==> config.mk <==
export PLATFORM = sky130hd
export DESIGN_NAME = dsq_sequencer
export DESIGN_NICKNAME = d
export VERILOG_FILES = /design/src/rtl/dsq_pkg.sv /design/src/rtl/dsq_prescale.sv /design/src/rtl/dsq_bcd_chain.sv /design/src/rtl/dsq_phase_fsm.sv /design/src/rtl/dsq_sequencer.sv
export SDC_FILE = /design/constraint.sdc
export NUM_CORES = 1
export LEC_CHECK = 0
export ABC_AREA = 1
export BUFFER_PORTS_ARGS = -buffer_cell sky130_fd_sc_hd__buf_2
export CAP_MARGIN = 10
export CORE_MARGIN = 1
export CORE_UTILIZATION = 45
export CTS_CLUSTER_SIZE = 24
export DETAILED_ROUTE_END_ITERATION = 12
export SLEW_MARGIN = 20
export SYNTH_ARGS = -nofsm -noshare
export SYNTH_HDL_FRONTEND = slang
export SYNTH_SLANG_ARGS = --single-unit
==> constraint.sdc <==
create_clock -name clk -period 2.6 [get_ports clk]
set_input_delay 0.65 -clock clk [delete_from_list [all_inputs] [get_ports clk]]
set_output_delay 0.65 -clock clk [all_outputs]
set_load 0.1 [all_outputs]
==> src/rtl/dsq_pkg.sv <==
package dsq_pkg;

    // Three full decimal digits plus the leading digit in the counter chain.
    localparam int NDIG = 4;

    localparam logic [3:0] DIG_BLANK = 4'hF;
    localparam logic [3:0] DIG_LAMP  = 4'h8;

    typedef logic [3:0] bcd_t;

    typedef enum logic [1:0] {
        PH_AZ = 2'd0,
        PH_SI = 2'd1,
        PH_RI = 2'd2
    } phase_e;

    typedef struct packed {
        logic neg;
        logic ovr;
        logic msd;
        bcd_t hun;
        bcd_t ten;
        bcd_t one;
    } disp_t;

    // Advance one decimal digit, wrapping 9 back to 0.
    function automatic bcd_t bcd_step(input bcd_t d);
        return (d == 4'd9) ? 4'd0 : d + 4'd1;
    endfunction

    // Value shown while the lamp test is active; overrange flag passes through.
    function automatic disp_t lamp_value(input logic ovr_held);
        disp_t v;
        v.neg = 1'b1;
        v.ovr = ovr_held;
        v.msd = 1'b1;
        v.hun = DIG_LAMP;
        v.ten = DIG_LAMP;
        v.one = DIG_LAMP;
        return v;
    endfunction

endpackage

==> src/rtl/dsq_prescale.sv <==
module dsq_prescale #(
    parameter int DIV = 4
) (
    input  logic clk,
    input  logic rst,
    output logic tick
);
    localparam int W = (DIV > 1) ? $clog2(DIV) : 1;
    localparam logic [W-1:0] LAST = W'(DIV - 1);

    logic [W-1:0] div_q;

    always_ff @(posedge clk) begin
        if (rst) begin
            div_q <= '0;
        end else if (div_q == LAST) begin
            div_q <= '0;
        end else begin
            div_q <= div_q + W'(1);
        end
    end

    assign tick = (div_q == LAST);

endmodule

==> src/rtl/dsq_bcd_chain.sv <==
module dsq_bcd_chain
    import dsq_pkg::*;
#(
    parameter int DIGITS = NDIG
) (
    input  logic                    clk,
    input  logic                    rst,
    input  logic                    clr,
    input  logic                    adv,
    output logic [DIGITS-1:0][3:0]  q_next
);
    logic [DIGITS-1:0][3:0] q;
    logic [DIGITS-1:0]      carry;

    assign carry[0] = 1'b1;

    generate
        for (genvar i = 0; i < DIGITS; i++) begin : g_dig
            assign q_next[i] = carry[i] ? bcd_step(q[i]) : q[i];
            if (i < DIGITS - 1) begin : g_carry
                assign carry[i+1] = carry[i] & (q[i] == 4'd9);
            end
        end
    endgenerate

    always_ff @(posedge clk) begin
        if (rst || clr) begin
            q <= '0;
        end else if (adv) begin
            q <= q_next;
        end
    end

endmodule

==> src/rtl/dsq_phase_fsm.sv <==
module dsq_phase_fsm
    import dsq_pkg::*;
#(
    parameter int SI_COUNTS    = 1000,
    parameter int REF_MAX      = 2000,
    parameter int CYCLE_COUNTS = 4000
) (
    input  logic   clk,
    input  logic   rst,
    input  logic   tick,
    input  logic   cmp_i,
    output phase_e phase,
    output logic   pol,
    output logic   clr_cnt,
    output logic   adv_cnt,
    output logic   done,
    output logic   done_ovr
);
    localparam int CNT_W = $clog2(CYCLE_COUNTS + 1);
    localparam logic [CNT_W-1:0] SI_LAST  = CNT_W'(SI_COUNTS - 1);
    localparam logic [CNT_W-1:0] REF_LAST = CNT_W'(REF_MAX - 1);
    localparam logic [CNT_W-1:0] AZ_SPAN  = CNT_W'(CYCLE_COUNTS - SI_COUNTS);
    localparam logic [CNT_W-1:0] AZ_MIN   = CNT_W'(CYCLE_COUNTS - SI_COUNTS - REF_MAX);

    logic [CNT_W-1:0] cnt;
    logic [CNT_W-1:0] az_len;
    logic             crossed;
    logic             last_ri;

    assign crossed  = cmp_i ^ pol;
    assign last_ri  = (cnt == REF_LAST);

    assign clr_cnt  = tick && (phase == PH_SI) && (cnt == SI_LAST);
    assign adv_cnt  = tick && (phase == PH_RI);
    assign done     = adv_cnt && (crossed || last_ri);
    assign done_ovr = last_ri;

    always_ff @(posedge clk) begin
        if (rst) begin
            phase  <= PH_AZ;
            cnt    <= '0;
            az_len <= AZ_MIN;
            pol    <= 1'b0;
        end else if (tick) begin
            case (phase)
                PH_AZ: begin
                    if (cnt == az_len - CNT_W'(1)) begin
                        phase <= PH_SI;
                        cnt   <= '0;
                    end else begin
                        cnt <= cnt + CNT_W'(1);
                    end
                end
                PH_SI: begin
                    if (cnt == SI_LAST) begin
                        phase <= PH_RI;
                        cnt   <= '0;
                        pol   <= cmp_i;
                    end else begin
                        cnt <= cnt + CNT_W'(1);
                    end
                end
                PH_RI: begin
                    if (crossed || last_ri) begin
                        phase  <= PH_AZ;
                        cnt    <= '0;
                        az_len <= AZ_SPAN - (cnt + CNT_W'(1));
                    end else begin
                        cnt <= cnt + CNT_W'(1);
                    end
                end
                default: begin
                    phase <= PH_AZ;
                    cnt   <= '0;
                end
            endcase
        end
    end

endmodule

==> src/rtl/dsq_sequencer.sv <==
module dsq_sequencer
    import dsq_pkg::*;
#(
    parameter int CLK_DIV      = 4,
    parameter int SI_COUNTS    = 1000,
    parameter int REF_MAX      = 2000,
    parameter int CYCLE_COUNTS = 4000
) (
    input  logic       clk,
    input  logic       rst,
    input  logic       cmp_i,
    input  logic       test_all,
    output logic       ph_az,
    output logic       ph_si,
    output logic       ref_pos,
    output logic       ref_neg,
    output logic       disp_sign,
    output logic       disp_msd,
    output logic [3:0] disp_d2,
    output logic [3:0] disp_d1,
    output logic [3:0] disp_d0,
    output logic       disp_ovr
);
    logic                  tick;
    phase_e                phase;
    logic                  pol;
    logic                  clr_cnt;
    logic                  adv_cnt;
    logic                  done;
    logic                  done_ovr;
    logic [NDIG-1:0][3:0]  cnt_next;
    disp_t                 held;
    disp_t                 shown;

    dsq_prescale #(
        .DIV (CLK_DIV)
    ) u_pre (
        .clk  (clk),
        .rst  (rst),
        .tick (tick)
    );

    dsq_phase_fsm #(
        .SI_COUNTS    (SI_COUNTS),
        .REF_MAX      (REF_MAX),
        .CYCLE_COUNTS (CYCLE_COUNTS)
    ) u_fsm (
        .clk      (clk),
        .rst      (rst),
        .tick     (tick),
        .cmp_i    (cmp_i),
        .phase    (phase),
        .pol      (pol),
        .clr_cnt  (clr_cnt),
        .adv_cnt  (adv_cnt),
        .done     (done),
        .done_ovr (done_ovr)
    );

    dsq_bcd_chain #(
        .DIGITS (NDIG)
    ) u_cnt (
        .clk    (clk),
        .rst    (rst),
        .clr    (clr_cnt),
        .adv    (adv_cnt),
        .q_next (cnt_next)
    );

    // Result capture at the end of de-integration only.
    always_ff @(posedge clk) begin
        if (rst) begin
            held <= '0;
        end else if (done) begin
            held.neg <= pol;
            held.ovr <= done_ovr;
            if (done_ovr) begin
                held.msd <= 1'b1;
                held.hun <= DIG_BLANK;
                held.ten <= DIG_BLANK;
                held.one <= DIG_BLANK;
            end else begin
                held.msd <= |cnt_next[3];
                held.hun <= cnt_next[2];
                held.ten <= cnt_next[1];
                held.one <= cnt_next[0];
            end
        end
    end

    assign shown     = test_all ? lamp_value(held.ovr) : held;

    assign ph_az     = (phase == PH_AZ);
    assign ph_si     = (phase == PH_SI);
    assign ref_pos   = (phase == PH_RI) &&  pol;
    assign ref_neg   = (phase == PH_RI) && !pol;

    assign disp_sign = shown.neg;
    assign disp_msd  = shown.msd;
    assign disp_d2   = shown.hun;
    assign disp_d1   = shown.ten;
    assign disp_d0   = shown.one;
    assign disp_ovr  = shown.ovr;

endmodule

==> flow_summary.toml <==
[hold_path]
hold_depth = 1
hold_path.class = "flop to flop"
hold_path_end = "u_pre.div_q[0]$_SDFF_PP0_"
hp-start = "u_pre.div_q[0]$_SDFF_PP0_"

[route]
vias = 3478
vias_per_cell = 5.122
routedWlPerCell_microns = 13.03
drt_first_pass_iters = 5
route.detailed.drc = 0
ant_nets = 0
drtIter0Drc = 153
finalWirelength_mm = 8.848

[grt]
grt_max_degree = 26
grt_pass1_vias = 3412
grt_first_pass_wirelength_mm = 15.18
grt_use_total_pct = 23.29
overflow = 0
antenna_found_initial = 0

[synth]
synth_fp_nets = 552
ys_types = 38
synth_top_area_share_pct = 34.15
yosysWarnings = 0
synthTopCellsByCount = "127 x nand2_1, 77 x nor2_1, 74 x inv_1"
ys_ff_latch = 60
synth_edf_count = 0
syn-instance-count = 545
synth.largest_area_cell = "dfxtp_1"
synth_most_common_cell = "nand2_1"
avgSynthCellArea_sq_um = 6.453
synthArstFlopShare_pct = 0
synth_sequential_area_ratio_pct = 34.15
synth_flop_cell = "dfxtp_1"
synth_area_leaders = "dfxtp_1 34%, nand2_1 14%, nor2_1 8.2%"
netlist_area_sq_um = 3517

[placed_design]
dpl_worst_slack_ps = 446.0
placed_area_sq_um = 3766
dp_hpwl_mm = 6.670
port_buffers = 22
gp_congestion = 0.8319

[setup_path]
r2r_setup_slack_ps = 390
path_delay_family = "simple AND/OR/NAND/NOR gates"
crit_buf_inv = 2
setup.worst_path.start_class = "flop"
critPathSlowestCell = "dfxtp_1"
endpoint_kind = "flop"
cpPeakStageDelay_ps = 310
r2r-start = "u_fsm.az_len[0]$_SDFFE_PP0P_"
crit_top_cell = "nand2_1"
critPathArrivalTime_ps = 2420
crit_type = "flop to flop"
r2r.worst_path.cells = 13
worstPathCellList = "inv_1 -> ha_1 -> nand2_1 -> inv_1 -> nand3_1 -> nand2_1 -> nand3_1 -> nor2_1 -> nand3_1 -> nand2_1 -> nand2_2 -> nand2_1 -> o22ai_1"
worst_r2r_endpoint = "u_fsm.cnt[5]$_SDFFE_PP0P_"
worstPathRequired_ps = 2800
cp_max_fo = 8
cp-startpoint = "u_fsm.az_len[0]$_SDFFE_PP0P_"

[layout]
fin_area_sq_um = 3984
num_antenna_cells = 0
fin_util_pct = 53.77
fillers = 749
drive_gt1_share_pct = 12.59
fin_nets = 582
syn_to_final_growth_pct = 13.27
multi_input_area_sq_um = 1959
register_area_sq_um = 1201

[cts]
cts.clk_slew.worst_paths_ps = 70
postCtsHoldBufs = 0
cts_tree = "yes"
post_cts_buffers = 0
cts.sinks = 60
cts.htree.levels = 3
cts-root-buf = "clkbuf_8"
clk_latency_ps = 340
cts_buffers = 9
clock_path_buffers = 2
cts_resized = 0

[power]
vdd_ir_drop_max_mv = 0.2447
pwr_density_cell_nw_per_um2 = 509.5
p_leak_nw = 1.760
finalPower_w = 0.002030

[timing]
max_freq_ghz = 0.4517
setup_violations = 0
max_slew_margin_pct = 66.99
rsz0062_at_grt = "false"
final_hold_viol_count = 0
worstMarginPinSlew_ps = 495.1
period_needed_ps = 2214
fin_skew_ps = 9.974
fin_crit_sh_pct = 85.14
fin_ws_ps = 386.2
drv_slew = 0

[floorplanning]
fp.dieH_microns = 90.41
ios = 23
core_sq_um = 7408
die_x_microns = 90.41
rows = 31
initial_core_util_pct = 47.48
die-area_sq_um = 8173

[flow_run]
maxCapViolations = 0

[status]
status = "finished clean"
routing by layer:
layer  track usage (%)  wire, microns
met1             27.21           3946
met2             41.35           4343
met3             3.030            319
met4             12.23            238
met5                 0              0
where the power goes:
group | leakage (nW) | switching, W | total [W] | internal (W)
clock network | 0.107 | 0.000375 | 0.000940 | 0.000565
logic | 1.17 | 0.0000993 | 0.000143 | 0.0000434
registers | 0.484 | 0.0000170 | 0.000947 | 0.000930
cells by family (layout without fill, tap and decap cells):
kind of cell               count (synthesis)  after routing  synth area share, %
and+or+nand+nor                          271            271                33.97
DFF                                       60             60                34.15
adders and majority gates                  3              3                1.067
AOI/OAI and AO/OA                         97             97                15.01
xor gates and xnor gates                  21             21                5.656
buffers and inverters                     93            128                10.14
sequential cells by signal (all words and copies together), names as in the netlist:
signal,count
u_cnt.q,16
held,15
u_fsm.az_len,12
u_fsm.cnt,12
u_fsm.phase,2
u_pre.div_q,2
u_fsm.pol,1
layout make-up:
class / instances / share of cell area, %
clock inverters: 4 / 1.822
inverters: 81 / 7.632
repair buffers: 31 / 4.460
clock buffers: 12 / 3.643
flip-flops and latches: 60 / 30.15
well taps: 99 / 3.109
multi-input cells: 392 / 49.18
cells in the final DEF, fill, tap and decap left out, drive strengths merged, types with 2 or more instances in the layout:
master and count:
o21ai 32, xnor2 3, dfxtp 60, nand4 3, nand3b 5, ha 3, or2 6, nor2 83
a211oi 3, xor2 18, o31ai 3, clkinv 3, nand3 38, clkbuf 12, nor4 2, inv 79
o22ai 5, bufinv 2, a21oi 49, buf 31, nand2 131, nor3 3
worst max-delay path by stage:
stage / end / slack, ps / cells after the start
after floorplan: disp_d0[0] / -160 / 2
after global placement: disp_sign / 470 / 3
after detailed placement: u_fsm.cnt[6]$_SDFFE_PP0P_ / 450 / 13
after CTS: u_fsm.cnt[5]$_SDFFE_PP0P_ / 410 / 13
after global routing: u_fsm.cnt[6]$_SDFFE_PP0P_ / 120 / 13
final: u_fsm.cnt[5]$_SDFFE_PP0P_ / 390 / 13
metrics by stage:
| stage | hold slack [ps] | instances | setup TNS (ps) |
|---|---|---|---|
| 2_1_floorplan | 399.2 | 545 | -1441 |
| 3_3_place_gp | 411.6 | 663 | 0 |
| 3_5_place_dp | 418.9 | 663 | 0 |
| 4_1_cts | 434.2 | 679 | 0 |
| 5_1_grt | 451.0 | 679 | 0 |
| 6_report | 429.1 | 679 | 0 |
Power figures use the tool's default switching activity.
